**config.mk**
```make
export PLATFORM = sky130hd
export DESIGN_NAME = drf_refresh_engine
export DESIGN_NICKNAME = d
export VERILOG_FILES = /design/src/rtl/drf_pkg.sv /design/src/rtl/drf_interval_timer.sv /design/src/rtl/drf_row_stepper.sv /design/src/rtl/drf_phase_timer.sv /design/src/rtl/drf_refresh_engine.sv
export SDC_FILE = /design/constraint.sdc
export NUM_CORES = 1
export LEC_CHECK = 0
export BUFFER_PORTS_ARGS = -buffer_cell sky130_fd_sc_hd__buf_2
export CAP_MARGIN = 40
export CORE_AREA = 4 4 59 61
export DETAILED_ROUTE_END_ITERATION = 8
export DIE_AREA = 0 0 63 65
export GPL_TIMING_DRIVEN = 0
export MAX_ROUTING_LAYER = met4
export PLACE_DENSITY = 0.74
export SYNTH_ARGS = -nofsm -noshare
export SYNTH_HDL_FRONTEND = slang
export SYNTH_SLANG_ARGS = --single-unit
```
**constraint.sdc**
```tcl
create_clock -name clk -period 3.7 [get_ports clk]
set_clock_uncertainty 0.15 [all_clocks]
set_input_delay 0 -clock clk [delete_from_list [all_inputs] [get_ports clk]]
set_output_delay 0 -clock clk [all_outputs]
set_load 0.01 [all_outputs]
```
**src/rtl/drf_pkg.sv**
```systemverilog
package drf_pkg;

   typedef enum logic [2:0] {
      ST_IDLE  = 3'd0,
      ST_SETUP = 3'd1,
      ST_LOW   = 3'd2,
      ST_HIGH  = 3'd3,
      ST_REL   = 3'd4
   } drf_state_e;

endpackage

```
**src/rtl/drf_interval_timer.sv**
```systemverilog
module drf_interval_timer #(
   parameter int unsigned INTERVAL = 800000
) (
   input  logic clk,
   input  logic rst_n,
   input  logic reload,
   output logic expired
);
   localparam int unsigned CW = (INTERVAL > 2) ? $clog2(INTERVAL) : 1;
   localparam logic [CW-1:0] TOP = CW'(INTERVAL - 1);

   logic [CW-1:0] cnt_q;

   always_ff @(posedge clk) begin
      if (!rst_n)             cnt_q <= TOP;
      else if (reload)        cnt_q <= TOP;
      else if (cnt_q != '0)   cnt_q <= cnt_q - 1'b1;
   end

   assign expired = (cnt_q == '0);
endmodule

```
**src/rtl/drf_row_stepper.sv**
```systemverilog
module drf_row_stepper #(
   parameter int unsigned NUM_ROWS = 256
) (
   input  logic                         clk,
   input  logic                         rst_n,
   input  logic                         clear,
   input  logic                         step,
   output logic [$clog2(NUM_ROWS)-1:0]  row,
   output logic                         last
);
   localparam int unsigned RW = $clog2(NUM_ROWS);
   localparam logic [RW-1:0] FINAL = RW'(NUM_ROWS - 1);

   logic [RW-1:0] row_q;

   always_ff @(posedge clk) begin
      if (!rst_n)      row_q <= '0;
      else if (clear)  row_q <= '0;
      else if (step)   row_q <= row_q + 1'b1;
   end

   assign row  = row_q;
   assign last = (row_q == FINAL);
endmodule

```
**src/rtl/drf_phase_timer.sv**
```systemverilog
module drf_phase_timer #(
   parameter int unsigned LOW_CYC  = 2,
   parameter int unsigned HIGH_CYC = 2
) (
   input  logic clk,
   input  logic rst_n,
   input  logic load_low,
   input  logic load_high,
   output logic done
);
   localparam int unsigned MAXC = (LOW_CYC > HIGH_CYC) ? LOW_CYC : HIGH_CYC;
   localparam int unsigned PW   = (MAXC > 1) ? $clog2(MAXC) : 1;

   logic [PW-1:0] ph_q;

   always_ff @(posedge clk) begin
      if (!rst_n)          ph_q <= '0;
      else if (load_low)   ph_q <= PW'(LOW_CYC - 1);
      else if (load_high)  ph_q <= PW'(HIGH_CYC - 1);
      else if (ph_q != '0) ph_q <= ph_q - 1'b1;
   end

   assign done = (ph_q == '0);
endmodule

```
**src/rtl/drf_refresh_engine.sv**
```systemverilog
module drf_refresh_engine
   import drf_pkg::*;
#(
   parameter int unsigned INTERVAL     = 800000,
   parameter int unsigned NUM_ROWS     = 256,
   parameter int unsigned ADDR_W       = 10,
   parameter int unsigned RAS_LOW_CYC  = 2,
   parameter int unsigned RAS_HIGH_CYC = 2
) (
   input  logic              clk,
   input  logic              rst_n,
   input  logic              seq_idle,
   output logic              ref_req,
   output logic              ref_own,
   output logic              ref_busy,
   output logic              ref_ras_n,
   output logic              ref_cas_n,
   output logic [ADDR_W-1:0] ref_addr
);
   localparam int unsigned ROW_W     = $clog2(NUM_ROWS);
   localparam int unsigned BURST_LEN = 2 + NUM_ROWS * (RAS_LOW_CYC + RAS_HIGH_CYC);

   if (ADDR_W < ROW_W) begin : g_bad_addr
      $error("ADDR_W narrower than the row index");
   end
   if (RAS_LOW_CYC < 1 || RAS_HIGH_CYC < 1) begin : g_bad_phase
      $error("strobe phases need at least one cycle");
   end
   if (INTERVAL <= BURST_LEN) begin : g_bad_interval
      $error("INTERVAL must exceed one full sweep");
   end
   if (NUM_ROWS < 2 || (1 << ROW_W) != NUM_ROWS) begin : g_bad_rows
      $error("NUM_ROWS must be a power of two, at least 2");
   end

   drf_state_e state_q, state_d;

   logic             expired, grant;
   logic             row_clear, row_step, row_last;
   logic [ROW_W-1:0] row;
   logic             ph_load_low, ph_load_high, ph_done;

   drf_interval_timer #(.INTERVAL(INTERVAL)) u_timer (
      .clk     (clk),
      .rst_n   (rst_n),
      .reload  (grant),
      .expired (expired)
   );

   drf_row_stepper #(.NUM_ROWS(NUM_ROWS)) u_rows (
      .clk   (clk),
      .rst_n (rst_n),
      .clear (row_clear),
      .step  (row_step),
      .row   (row),
      .last  (row_last)
   );

   drf_phase_timer #(.LOW_CYC(RAS_LOW_CYC), .HIGH_CYC(RAS_HIGH_CYC)) u_phase (
      .clk       (clk),
      .rst_n     (rst_n),
      .load_low  (ph_load_low),
      .load_high (ph_load_high),
      .done      (ph_done)
   );

   always_comb begin
      state_d      = state_q;
      grant        = 1'b0;
      row_clear    = 1'b0;
      row_step     = 1'b0;
      ph_load_low  = 1'b0;
      ph_load_high = 1'b0;
      unique case (state_q)
         ST_IDLE: begin
            if (expired && seq_idle) begin
               grant     = 1'b1;
               row_clear = 1'b1;
               state_d   = ST_SETUP;
            end
         end
         ST_SETUP: begin
            ph_load_low = 1'b1;
            state_d     = ST_LOW;
         end
         ST_LOW: begin
            if (ph_done) begin
               ph_load_high = 1'b1;
               state_d      = ST_HIGH;
            end
         end
         ST_HIGH: begin
            if (ph_done) begin
               if (row_last) begin
                  state_d = ST_REL;
               end else begin
                  row_step    = 1'b1;
                  ph_load_low = 1'b1;
                  state_d     = ST_LOW;
               end
            end
         end
         ST_REL:  state_d = ST_IDLE;
         default: state_d = ST_IDLE;
      endcase
   end

   always_ff @(posedge clk) begin
      if (!rst_n) state_q <= ST_IDLE;
      else        state_q <= state_d;
   end

   assign ref_req   = (state_q == ST_IDLE) && expired;
   assign ref_own   = (state_q != ST_IDLE);
   assign ref_busy  = ref_own && (state_q != ST_REL);
   assign ref_ras_n = (state_q != ST_LOW);
   assign ref_cas_n = 1'b1;

   if (ADDR_W > ROW_W) begin : g_addr_pad
      assign ref_addr = ref_own ? {{(ADDR_W - ROW_W){1'b0}}, row} : '0;
   end else begin : g_addr_exact
      assign ref_addr = ref_own ? row : '0;
   end
endmodule

```
### Yosys cells after proc, flatten, opt, wreduce, memory -nomap -nowiden

Cells that the tools add are included.

* add/sub/neg operators: 3
* equal/unequal tests: 9
* mux-type cells: 17
* bitwise operators: 1
* reductions and logical operators: 9

Operators with widths (count)
* 20-bit zero test: 1
* 20-bit nonzero test: 1
* 20-bit by 1-bit subtractor with 20-bit output (second input constant): 1
* 3-bit 2-to-1 mux: 4
* 3-bit one-hot mux with 4 select lines: 1
* 1-bit 2-to-1 mux: 10
* 8-bit by 1-bit adder with 8-bit output (second input constant): 1
* 8-bit equality test (second input constant): 1
* 8-bit 2-to-1 mux: 1
* 3-bit by 2-bit equality test with 1-bit output (second input constant): 2
* 2-bit != test (second input constant): 3
* 3-bit by 1-bit equality test with 1-bit output (second input constant): 1
* 1-bit logical AND: 3
* 3-bit zero test: 1
* 3-bit by 2-bit != test with 1-bit output (second input constant): 1
* 3-bit != test (second input constant): 1
* 3-bit AND reduction: 1
* 3-bit nonzero test: 1
* 1-bit one-hot mux with 2 select lines: 1
* 2-bit OR reduction: 1
* 1-bit NOT: 1
* 1-bit subtractor (second input constant): 1

* bits in registers: 32
* input bits: 3
* word-level logic and storage cells: 43

### Depth between registers and ports, before layout

Gate-level depths: netlist of the first run.

* depth after elaboration: 5
* depth in mapped cells: 8
* depth with buffers taken out: 7

### By module

Synthesis of the first run repeated with hierarchy kept, for this count alone.

* cells, all modules: 215
* area total of the unflattened synthesis: 1826.8 um^2

By module, submodules not included
* drf_interval_timer: times used 1, cells each 132, area each 1144.8 um^2, seq. area each 400.4 um^2
* drf_row_stepper: times used 1, cells each 40, area each 354.1 um^2, seq. area each 160.2 um^2
* drf_refresh_engine: times used 1, cells each 40, area each 296.5 um^2, seq. area each 60.1 um^2
* drf_phase_timer: times used 1, cells each 3, area each 31.3 um^2, seq. area each 20.0 um^2

### Least setup slack after synthesis of the first run

OpenSTA, ideal clock, no wires.

* path type: reg-to-reg
* start point: reg u_timer.cnt_q[0]
* end point: reg u_timer.cnt_q[9]
* arrival time: 1729 ps
* required time: 3434 ps
* path slack: 1705 ps
* stages on the path, launching flop included: 9
* buffers on the path: 1
* period minus slack after synthesis: 1995 ps
* cells stage by stage: dfxtp_1 inv_1 ha_1 nor2b_1 and2_1 clkbuf_1 a2111oi_0 xnor2_1 nor2_1

* word-level cells in the longest chain between the ends: 5

RTL lines
* start, declared: line drf_interval_timer.sv:12 `logic [CW-1:0] cnt_q;`
* start signal, assigned: line drf_interval_timer.sv:17 `else if (cnt_q != '0) cnt_q <= cnt_q - 1'b1;`
* branches (longest 5 deep; another with 20-bit by 1-bit subtractor with 20-bit output)

Parallel ways; which one is timed is not known.
A chain may end at the register's enable or synchronous reset.

### Worst setup path after layout of the first run

* start point: reg u_timer.cnt_q[0]
* end point: reg u_timer.cnt_q[15]

The elaborated chain is that of the path after synthesis.

==> impl_metrics.toml, run 1 <==
[sta]
grt_setup_unrepaired = "false"
final_max_slew_viol_count = 0
finalWorstPathRequiredPeriod_ns = 2.42
tightest_slew_ns = 0.748
setup-violations-final = 0
hold_viol_final = 0
relSlewSlack = 0.488
min_period_over_period = 0.655
setup_tns_ns = 0
fmax_mhz = 413

[setup_path]
worstSetupStartpointType = "flip-flop"
r2r_setup_slack_ns = 1.28
cp.arrival_ns = 2.52
worstPathMaxFanout = 7
crit_type = "flip-flop to flip-flop"
end_kind = "flip-flop"
r2r_cells = 8
r2r_end = "u_timer.cnt_q[15]"
crit_required_ns = 3.80
reg2reg_from = "u_timer.cnt_q[0]"

[layout]
seqCellArea_sq_um = 641
multi_input_area_sq_um = 957
nFillCells = 261
drive_above_1_share = 0.167
instances_no_fill = 255
area_growth_pct = 11.8
finish.utilization = 0.626
final_nets = 227
diodes = 0

[power]
powerDensity_nw_per_um2 = 319
p_leak_nw = 0.709
vdd_drop_max_v = 0.000183

[global_routing]
grt_pass1_vias = 1400
use_met1 = 0.228
grt_util_all_layers = 0.199
antenna_found_initial = 0
grt.met3_usage = 0.0572
grt_max_degree = 11
grtUsageMet2 = 0.328
busiest_layer = "met2"
grt_first_pass_wirelength_microns = 6270
grt_overflow = 0

[hold_path]
hold_depth = 4
min-delay-start = "rst_n"
whs_endpoint = "u_timer.cnt_q[16]"
hp-class = "primary input to flip-flop"

[detailed_routing]
vias_per_cell = 5.63
vias = 1435
antenna_left = 0
drtIter0Drc = 59
wl_per_cell_microns = 14.1
drt_pass1_iterations = 4
routed_wl_microns = 3580
drc = 0

[clock_tree]
clk_pin_slew_ns = 0.10
cts_num_sinks = 32
cts_root_buffer = "clkbuf_4"
cts_buffers = 5
post_cts_buffers = 0
cts_tree = "built"
cts_buffer_depth = 2
htreeDepth = 2
insertion_delay_ns = 0.35

[floorplanning]
die_width_microns = 63
coreArea_sq_um = 2980
io_pins = 18
std_cell_rows = 20
start_util = 0.561
die_area_sq_um = 4100
die_y_microns = 65

[synth]
synth_warnings = 0
synth-seq-cells = 32
ys_top_cells_by_area = "dfxtp_1, xnor2_1, nor2_1"
synthCells = 197
netlist_area_sq_um = 1670
yosysMostFrequentCell = "dfxtp_1"
ys_seq_area_frac = 0.384
async_flop_share = 0
synth_edf_count = 0
yosys.area.top_type = "dfxtp_1"
ys_types = 44
avgSynthCellArea_sq_um = 8.47
synth_flop_cell = "dfxtp_1"
ys_top_cells_by_count = "dfxtp_1, nor2_1, nand2_1"
netlist.area_leader.share = 0.384

[outcome]
status = "completed"

[placement]
portBuffers = 14
placed_cells = 245
gp_congestion = 0.820
dp_hpwl_microns = 2560

[flow_run]
cap_violations = 0
==> worst max path at each step <==
stage	from	to	cells past startpoint
after floorplan	u_timer.cnt_q[0]	u_timer.cnt_q[9]	8
after global placement	u_timer.cnt_q[0]	u_timer.cnt_q[15]	8
after detailed placement	u_timer.cnt_q[0]	u_timer.cnt_q[15]	8
after CTS	u_timer.cnt_q[0]	u_timer.cnt_q[15]	8
after global routing	u_timer.cnt_q[1]	u_timer.cnt_q[15]	8
final	u_timer.cnt_q[0]	u_timer.cnt_q[15]	8
==> report_power, final <==
part	internal [W]	switching, W	leakage, nW
sequential	0.000347	0.00000485	0.259
clock	0.0000903	0.000127	0.0380
combinational	0.0000115	0.0000141	0.412
==> cells by family (layout without fill, tap and decap cells) <==
| family | after synthesis | in the layout | share of synthesized area |
|---|---|---|---|
| and+or+nand+nor | 107 | 107 | 0.355 |
| DFF | 32 | 32 | 0.384 |
| AOI/OAI and AO/OA | 21 | 21 | 0.0840 |
| xor gates and xnor gates | 19 | 19 | 0.0997 |
| buffers and inverters | 12 | 36 | 0.0450 |
| adders and majority gates | 3 | 3 | 0.0225 |
| other | 2 | 3 | 0.00450 |
| muxes | 1 | 1 | 0.00600 |
==> sequential cells by signal, indices dropped and copies added (netlist names) <==
name,flops
u_phase.ph_q,1
u_timer.cnt_q,20
u_rows.row,8
state_q,3
==> worst max-delay path: stages, from the launching register on <==
cell	delay, ns
dfxtp_1	0.42
inv_1	0.13
ha_1	0.21
nor2b_1	0.14
and2_1	0.15
clkbuf_1	0.17
a2111oi_0	0.71
xnor2_1	0.19
nor2_1	0.05
==> stage by stage <==
step           worst slack (ns)  total power, W  hold slack (ns)  instance area [sq um]
6_report                   1.28        0.000594            0.367                   1870
5_1_grt                    1.25        0.000619            0.388                   1870
4_1_cts                    1.36        0.000598            0.345                   1870
3_5_place_dp               1.40        0.000383            0.171                   1780
3_3_place_gp               1.44        0.000382            0.139                   1780
2_1_floorplan              1.71        0.000376         -0.00809                   1670
==> area by class of cell <==
| cell class | count | share of cell area |
|---|---|---|
| clock buffers | 6 | 0.0275 |
| plain buffers | 8 | 0.0322 |
| flip-flops and latches | 32 | 0.343 |
| multi-input cells | 154 | 0.513 |
| well taps | 33 | 0.0221 |
| repair buffers | 16 | 0.0483 |
| inverters | 4 | 0.00805 |
| clock inverters | 2 | 0.00537 |
==> metal layers <==
layer,share of wire,routed length (microns)
met3,0.042,150
met4,0.024,86
met5,0,0
met1,0.45,1620
met2,0.48,1730
==> placed cells by master (no fill, tap or decap), drive strengths merged, types with 4 or more instances in the layout <==
cell    instances
o21ai           6
nand4           7
nor4            5
and2           12
nand2b          4
nand2          17
buf            20
nor2           29
dfxtp          32
inv             4
or3             4
clkbuf          8
a21oi           4
xnor2          16
nor3            9
nand3           7
==> timing repair <==
item                                   in CTS  in global routing
hold buffers                                2                  0
endpoints found under the hold margin      18                  0
resized for setup                           0                  0
Power figures use the tool's default switching activity.
==> run 2, diff against run 1 <==
--- a/config.mk
+++ b/config.mk
@@ -5,14 +5,15 @@
 export SDC_FILE = /design/constraint.sdc
 export NUM_CORES = 1
 export LEC_CHECK = 0
+export ABC_AREA = 1
 export BUFFER_PORTS_ARGS = -buffer_cell sky130_fd_sc_hd__buf_2
 export CAP_MARGIN = 40
-export CORE_AREA = 4 4 59 61
+export CORE_AREA = 4 4 66 68
 export DETAILED_ROUTE_END_ITERATION = 8
-export DIE_AREA = 0 0 63 65
+export DIE_AREA = 0 0 70 72
 export GPL_TIMING_DRIVEN = 0
 export MAX_ROUTING_LAYER = met4
-export PLACE_DENSITY = 0.74
+export PLACE_DENSITY = 0.7
 export SYNTH_ARGS = -nofsm -noshare
 export SYNTH_HDL_FRONTEND = slang
 export SYNTH_SLANG_ARGS = --single-unit
==> constraint.sdc (replaced) <==
create_clock -name clk -period 2.1 [get_ports clk]
set_clock_uncertainty 0.15 [all_clocks]
set_input_delay 0 -clock clk [delete_from_list [all_inputs] [get_ports clk]]
set_output_delay 0 -clock clk [all_outputs]
set_load 0.01 [all_outputs]
==> run 2 against run 1 <==
Effect of this change:
- combinational power is 94% higher
- sequential power is 75% higher
- core utilization is 5.6 points lower
- critical endpoint is now u_rows.row[7]
==> impl_metrics.toml, run 2 <==
[floorplanning]
std_cell_rows = 23
die_area_sq_um = 5040
die_y_microns = 72
start_util = 0.500
coreArea_sq_um = 3860
io_pins = 18
die_width_microns = 70

[clock_tree]
htreeDepth = 2
cts_buffer_depth = 2
cts_root_buffer = "clkbuf_8"
cts-resized-gates = 0
insertion_delay_ns = 0.28
cts_num_sinks = 32
cts_tree = "built"
cts_buffers = 5
clk_pin_slew_ns = 0.07

[layout]
multi_input_area_sq_um = 1080
regMostFlops = "u_timer.cnt_q"
diodes = 0
nFillCells = 395
area_growth_pct = 14.1
largest_register_ffs = 20
layout_common_cells = "nand2_1, nor2_1, inv_1"
seqCellArea_sq_um = 641
postLayoutCellArea_sq_um = 2200
final_nets = 322
drive_above_1_share = 0.161
finish.utilization = 0.571
final_common_cell = "nand2_1"

[synth]
synth-seq-cells = 32
ys_top_cells_by_area = "dfxtp_1, nand2_1, nor2_1"
ys_types = 29
ys_seq_area_frac = 0.332
netlist.area_leader.share = 0.332
synthCells = 293
netlist_area_sq_um = 1930
yosysMostFrequentCell = "nand2_1"
synth_edf_count = 0
yosys.area.top_type = "dfxtp_1"
ys_top_cells_by_count = "nand2_1, nor2_1, inv_1"
synth_warnings = 0
avgSynthCellArea_sq_um = 6.58
async_flop_share = 0
synth_flop_cell = "dfxtp_1"

[sta]
fmax_mhz = 536
whs_ns = 0.0156
finalWorstPathRequiredPeriod_ns = 1.86
setup_ws_ns = 0.236
grt_setup_unrepaired = "false"
final_max_slew_viol_count = 0
min_period_over_period = 0.888
setup_tns_ns = 0
setup-violations-final = 0
hold_viol_final = 0

[setup_path]
end_kind = "flip-flop"
r2r_cells = 8
cp.arrival_ns = 1.90
worstSetupStartpointType = "flip-flop"
worstPathMaxFanout = 10
crit_required_ns = 2.13
crit_type = "flip-flop to flip-flop"
reg2reg_from = "u_timer.cnt_q[0]"
worstSetupStartpoint = "u_timer.cnt_q[0]"

[global_routing]
grt_first_pass_wirelength_microns = 6730
antenna_found_initial = 0
grt_util_all_layers = 0.174
grt_max_degree = 11
grt_pass1_vias = 1591
grt_overflow = 0

[hold_path]
hp-class = "primary input to flip-flop"
min-delay-start = "seq_idle"
hold_depth = 5

[power]
pwr-share-clk = 0.491
p_leak_nw = 0.986
seq_power_share = 0.471
p_switching_w = 0.000258
vdd_drop_max_v = 0.000650
p_comb_frac = 0.038
powerDensity_nw_per_um2 = 594
swShare = 0.197
internal_power_w = 0.00105

[detailed_routing]
vias_per_cell = 4.65
antenna_left = 0
drtIter0Drc = 57
routed_wl_microns = 3850
vias = 1705
drc = 0
wl_per_cell_microns = 10.5
drt_pass1_iterations = 4

[placement]
gp_congestion = 0.910
dp_hpwl_microns = 2960
portBuffers = 14
dp_slack_ns = 0.246
place_area_sq_um = 2060

[flow_run]
cap_violations = 0

[outcome]
status = "completed"
-- run 2: cell types whose count changed after synthesis, moves of 4 or more --
cell and delta:
nand3_1 +4, nor3_1 -4, inv_1 +31, or3_1 -4, xnor2_1 -8, nand2_1 +61, nand2b_1 -4, nor2_2 +8
xor2_1 +10, and2_1 -11, nor2_1 +34
-- run 2: path summary, 6_finish.rpt --
check | slack (ns) | endpoint
setup / recovery | 0.24 | u_rows.row[7]
hold / removal | 0.02 | state_q[2]
setup reg to reg | 0.24 | u_rows.row[7]
hold reg to reg | 0.38 | state_q[0]
-- run 2: repair_timing --
action	CTS	global route
hold buffers	1	0
hold endpoints to repair	12	0
buffers inserted	0	0
-- run 2: power groups by stage --
stage	combinational, W	sequential (W)	clock, W
floorplan	0.0000368	0.000629	0
global placement	0.0000471	0.000629	0
detailed placement	0.0000481	0.000629	0
CTS	0.0000498	0.000615	0.000655
global route	0.0000574	0.000616	0.000682
finish	0.0000496	0.000615	0.000643
-- run 2: area by class of cell --
cell class | count | area share
Buffer | 8 | 0.0296
Clock buffer | 7 | 0.0438
Clock inverter | 1 | 0.0136
Inverter | 39 | 0.0677
Multi-Input combinational cell | 215 | 0.489
Sequential cell | 32 | 0.291
Tap cell | 50 | 0.0284
Timing Repair Buffer | 15 | 0.0364
-- run 2: critical path, stage by stage, from the launching register on --
cell	delay [ns]
dfxtp_1	0.33
inv_1	0.15
ha_1	0.25
nand2_1	0.09
nor2_2	0.11
nand4_2	0.14
o21ai_4	0.30
buf_6	0.19
nor2_1	0.05
-- run 2: kinds of logic after synthesis --
kind of cell,Yosys count,synth area share
xor+xnor,21,0.0954
compound gates,9,0.0298
flops,32,0.332
buf+inv,47,0.111
other cells,2,0.00390
simple gates,179,0.408
fa+ha+maj,3,0.0195
-- run 2: stage by stage --
step	total power (W)	cells
4_1_cts	0.00132	367
3_3_place_gp	0.000676	358
6_report	0.00131	367
5_1_grt	0.00136	367
3_5_place_dp	0.000677	358
2_1_floorplan	0.000665	294
-- run 2: routing by layer --
layer | global-route usage | part of all wire
met3 | 0.0526 | 0.045
met4 | 0.0766 | 0.020
met2 | 0.293 | 0.47
met5 | - | 0
met1 | 0.191 | 0.46
==> run 3, diff against run 2 <==
--- a/config.mk
+++ b/config.mk
@@ -13,7 +13,8 @@
 export DIE_AREA = 0 0 70 72
 export GPL_TIMING_DRIVEN = 0
 export MAX_ROUTING_LAYER = met4
-export PLACE_DENSITY = 0.7
+export PLACE_DENSITY = 0.71
 export SYNTH_ARGS = -nofsm -noshare
 export SYNTH_HDL_FRONTEND = slang
+export SYNTH_HIERARCHICAL = 1
 export SYNTH_SLANG_ARGS = --single-unit
==> run 3 against run 2 <==
Effect of this change:
- combinational power grew 11%
- die area unchanged
- register-to-register slack worse by 0.12 ns
- critical path depth is 2 higher
- worst setup slack got worse by 0.12 ns
- sequential share of layout area decreased by 1.3 points
- critical path type unchanged
==> impl_metrics.toml, run 3 <==
[sta]
finalWorstPathRequiredPeriod_ns = 1.98
min_period_over_period = 0.944
setup_tns_ns = 0
setup_ws_ns = 0.118
final_max_slew_viol_count = 0
setup-violations-final = 0
hold_viol_final = 0
fmax_mhz = 505
whs_ns = 0.314

[layout]
final_nets = 333
nFillCells = 377
multi_input_area_sq_um = 1130
area_growth_pct = 17.2
instances_no_fill = 378
regMostFlops = "u_timer/cnt_q"
diodes = 0
final_common_cell = "nand2_1"
postLayoutCellArea_sq_um = 2310
drive_above_1_share = 0.207
layout_common_cells = "nand2_1, nor2_1, inv_1"
seqCellArea_sq_um = 642
largest_register_ffs = 20

[clock_tree]
clk_pin_slew_ns = 0.07
cts_root_buffer = "clkbuf_8"
cts_num_sinks = 32
cts_tree = "built"
htreeDepth = 2
cts_buffers = 5
cts_buffer_depth = 2
insertion_delay_ns = 0.28

[synth]
ys_types = 33
synthCells = 300
synth_warnings = 6
avgSynthCellArea_sq_um = 6.56
ys_top_cells_by_count = "nand2_1, nor2_1, inv_1"
yosys.area.top_type = "dfxtp_1"
synth_flop_cell = "dfxtp_1"
netlist_area_sq_um = 1970
synth_edf_count = 0
netlist.area_leader.share = 0.326
ys_seq_area_frac = 0.326
synth-seq-cells = 32
yosysMostFrequentCell = "nand2_1"
async_flop_share = 0
ys_top_cells_by_area = "dfxtp_1, nand2_1, nor2_1"

[power]
pwr-share-clk = 0.463
swShare = 0.210
p_leak_nw = 1.12
internal_power_w = 0.000987
vdd_drop_max_v = 0.000403
p_switching_w = 0.000263
p_comb_frac = 0.044
powerDensity_nw_per_um2 = 542
seq_power_share = 0.493

[global_routing]
grt_first_pass_wirelength_microns = 7220
grt_util_all_layers = 0.184
grt_overflow = 0
antenna_found_initial = 0
grt_max_degree = 11
grt_pass1_vias = 1749

[setup_path]
r2r_end = "u_timer/cnt_q[11]"
worstSetupStartpointType = "flip-flop"
slowest_stage = "dfxtp_1"
r2r_cells = 10
crit_type = "flip-flop to flip-flop"
cp.arrival_ns = 2.01
path_cells = "inv_2, ha_2, nand3_1, nor4b_4, nand2_2, nor2_4, nor2_2, buf_4, nand2_1, nor2_1"
reg2reg_from = "u_timer/cnt_q[0]"
worstPathMaxFanout = 10
r2r_setup_slack_ns = 0.12
critPathMaxStageDelay_ns = 0.35
end_kind = "flip-flop"
crit_required_ns = 2.13

[detailed_routing]
vias = 1806
drt_pass1_iterations = 4
antenna_left = 0
drc = 0
routed_wl_microns = 4090
wl_per_cell_microns = 10.8
drtIter0Drc = 106
vias_per_cell = 4.78

[floorplanning]
die_area_sq_um = 5040
die_width_microns = 70
io_pins = 18
start_util = 0.510
std_cell_rows = 23
die_y_microns = 72
coreArea_sq_um = 3860

[hold_path]
whs_endpoint = "u_rows/row[6]"
min-delay-start = "u_rows/row[6]"
hp-class = "flip-flop to flip-flop"
hold_depth = 2

[placement]
dp_hpwl_microns = 2980
dp_slack_ns = -0.371
gp_congestion = 0.930
portBuffers = 14
place_area_sq_um = 2100
placed_cells = 365

[outcome]
status = "completed"

[flow_run]
cap_violations = 0
-- run 3: power by group through the flow --
stage,Combinational (W),Sequential (W),Clock (W)
detailed placement,0.0000462,0.000630,0
global route,0.0000628,0.000616,0.000638
finish,0.0000549,0.000616,0.000579
floorplan,0.0000355,0.000629,0
CTS,0.0000504,0.000616,0.000607
global placement,0.0000456,0.000630,0
-- run 3: routing by layer --
metal / share of wire / GRT usage / up-vias
met3: 0.051 / 0.0512 / 8
met4: 0.020 / 0.0936 / 0
li1: - / - / 976
met2: 0.49 / 0.311 / 37
met5: 0 / - / -
met1: 0.44 / 0.198 / 785
-- run 3: critical path, delay by kind of cell, from the launching register on --
family	cells	cell delay, ns
adders and majority gates	1	0.21
and+or+nand+nor	7	0.89
DFF	1	0.35
buffers and inverters	2	0.28
-- run 3: per-stage QoR --
step / utilization / power [W]
finish: 0.598 / 0.00125
global route: 0.598 / 0.00132
CTS: 0.588 / 0.00127
detailed placement: 0.545 / 0.000676
global placement: 0.545 / 0.000675
floorplan: - / 0.000664
-- run 3: logic make-up (layout without fill, tap and decap cells) --
logic type,after synthesis,in the layout,share of synthesized area
buffers and inverters,55,82,0.124
other,2,3,0.00382
AO/OA/AOI/OAI,20,20,0.0553
AND/OR/NAND/NOR,184,184,0.454
adder cells (fa/ha/maj),3,3,0.0191
flip-flops,32,32,0.326
XOR/XNOR,4,4,0.0178
-- run 3: repair_timing --
item / 4_1_cts / 5_1_grt
pin swaps: 0 / 3
endpoints found under the setup margin: 28 / 23
gates cloned: 0 / 0
gates resized for setup: 9 / 7
hold buffers: 2 / 0
hold endpoints to repair: 13 / 0
buffers inserted: 0 / 3
-- run 3: worst max-delay path by stage --
stage,startpoint,end,cells past startpoint
3_3_place_gp,u_timer/cnt_q[0],u_timer/cnt_q[11],10
6_report,u_timer/cnt_q[0],u_timer/cnt_q[11],10
5_1_grt,u_timer/cnt_q[0],u_timer/cnt_q[11],10
4_1_cts,u_timer/cnt_q[0],u_timer/cnt_q[11],10
2_1_floorplan,u_rows/row[0],u_rows/row[4],9
3_5_place_dp,u_timer/cnt_q[0],u_timer/cnt_q[11],10
-- run 3: cell type report --
class | count | area share
clock inverters | 2 | 0.0152
repair buffers | 19 | 0.0488
plain buffers | 8 | 0.0298
inverters | 47 | 0.0776
flip-flops and latches | 32 | 0.278
clock buffers | 6 | 0.0315
multi-input cells | 214 | 0.492
well taps | 50 | 0.0271
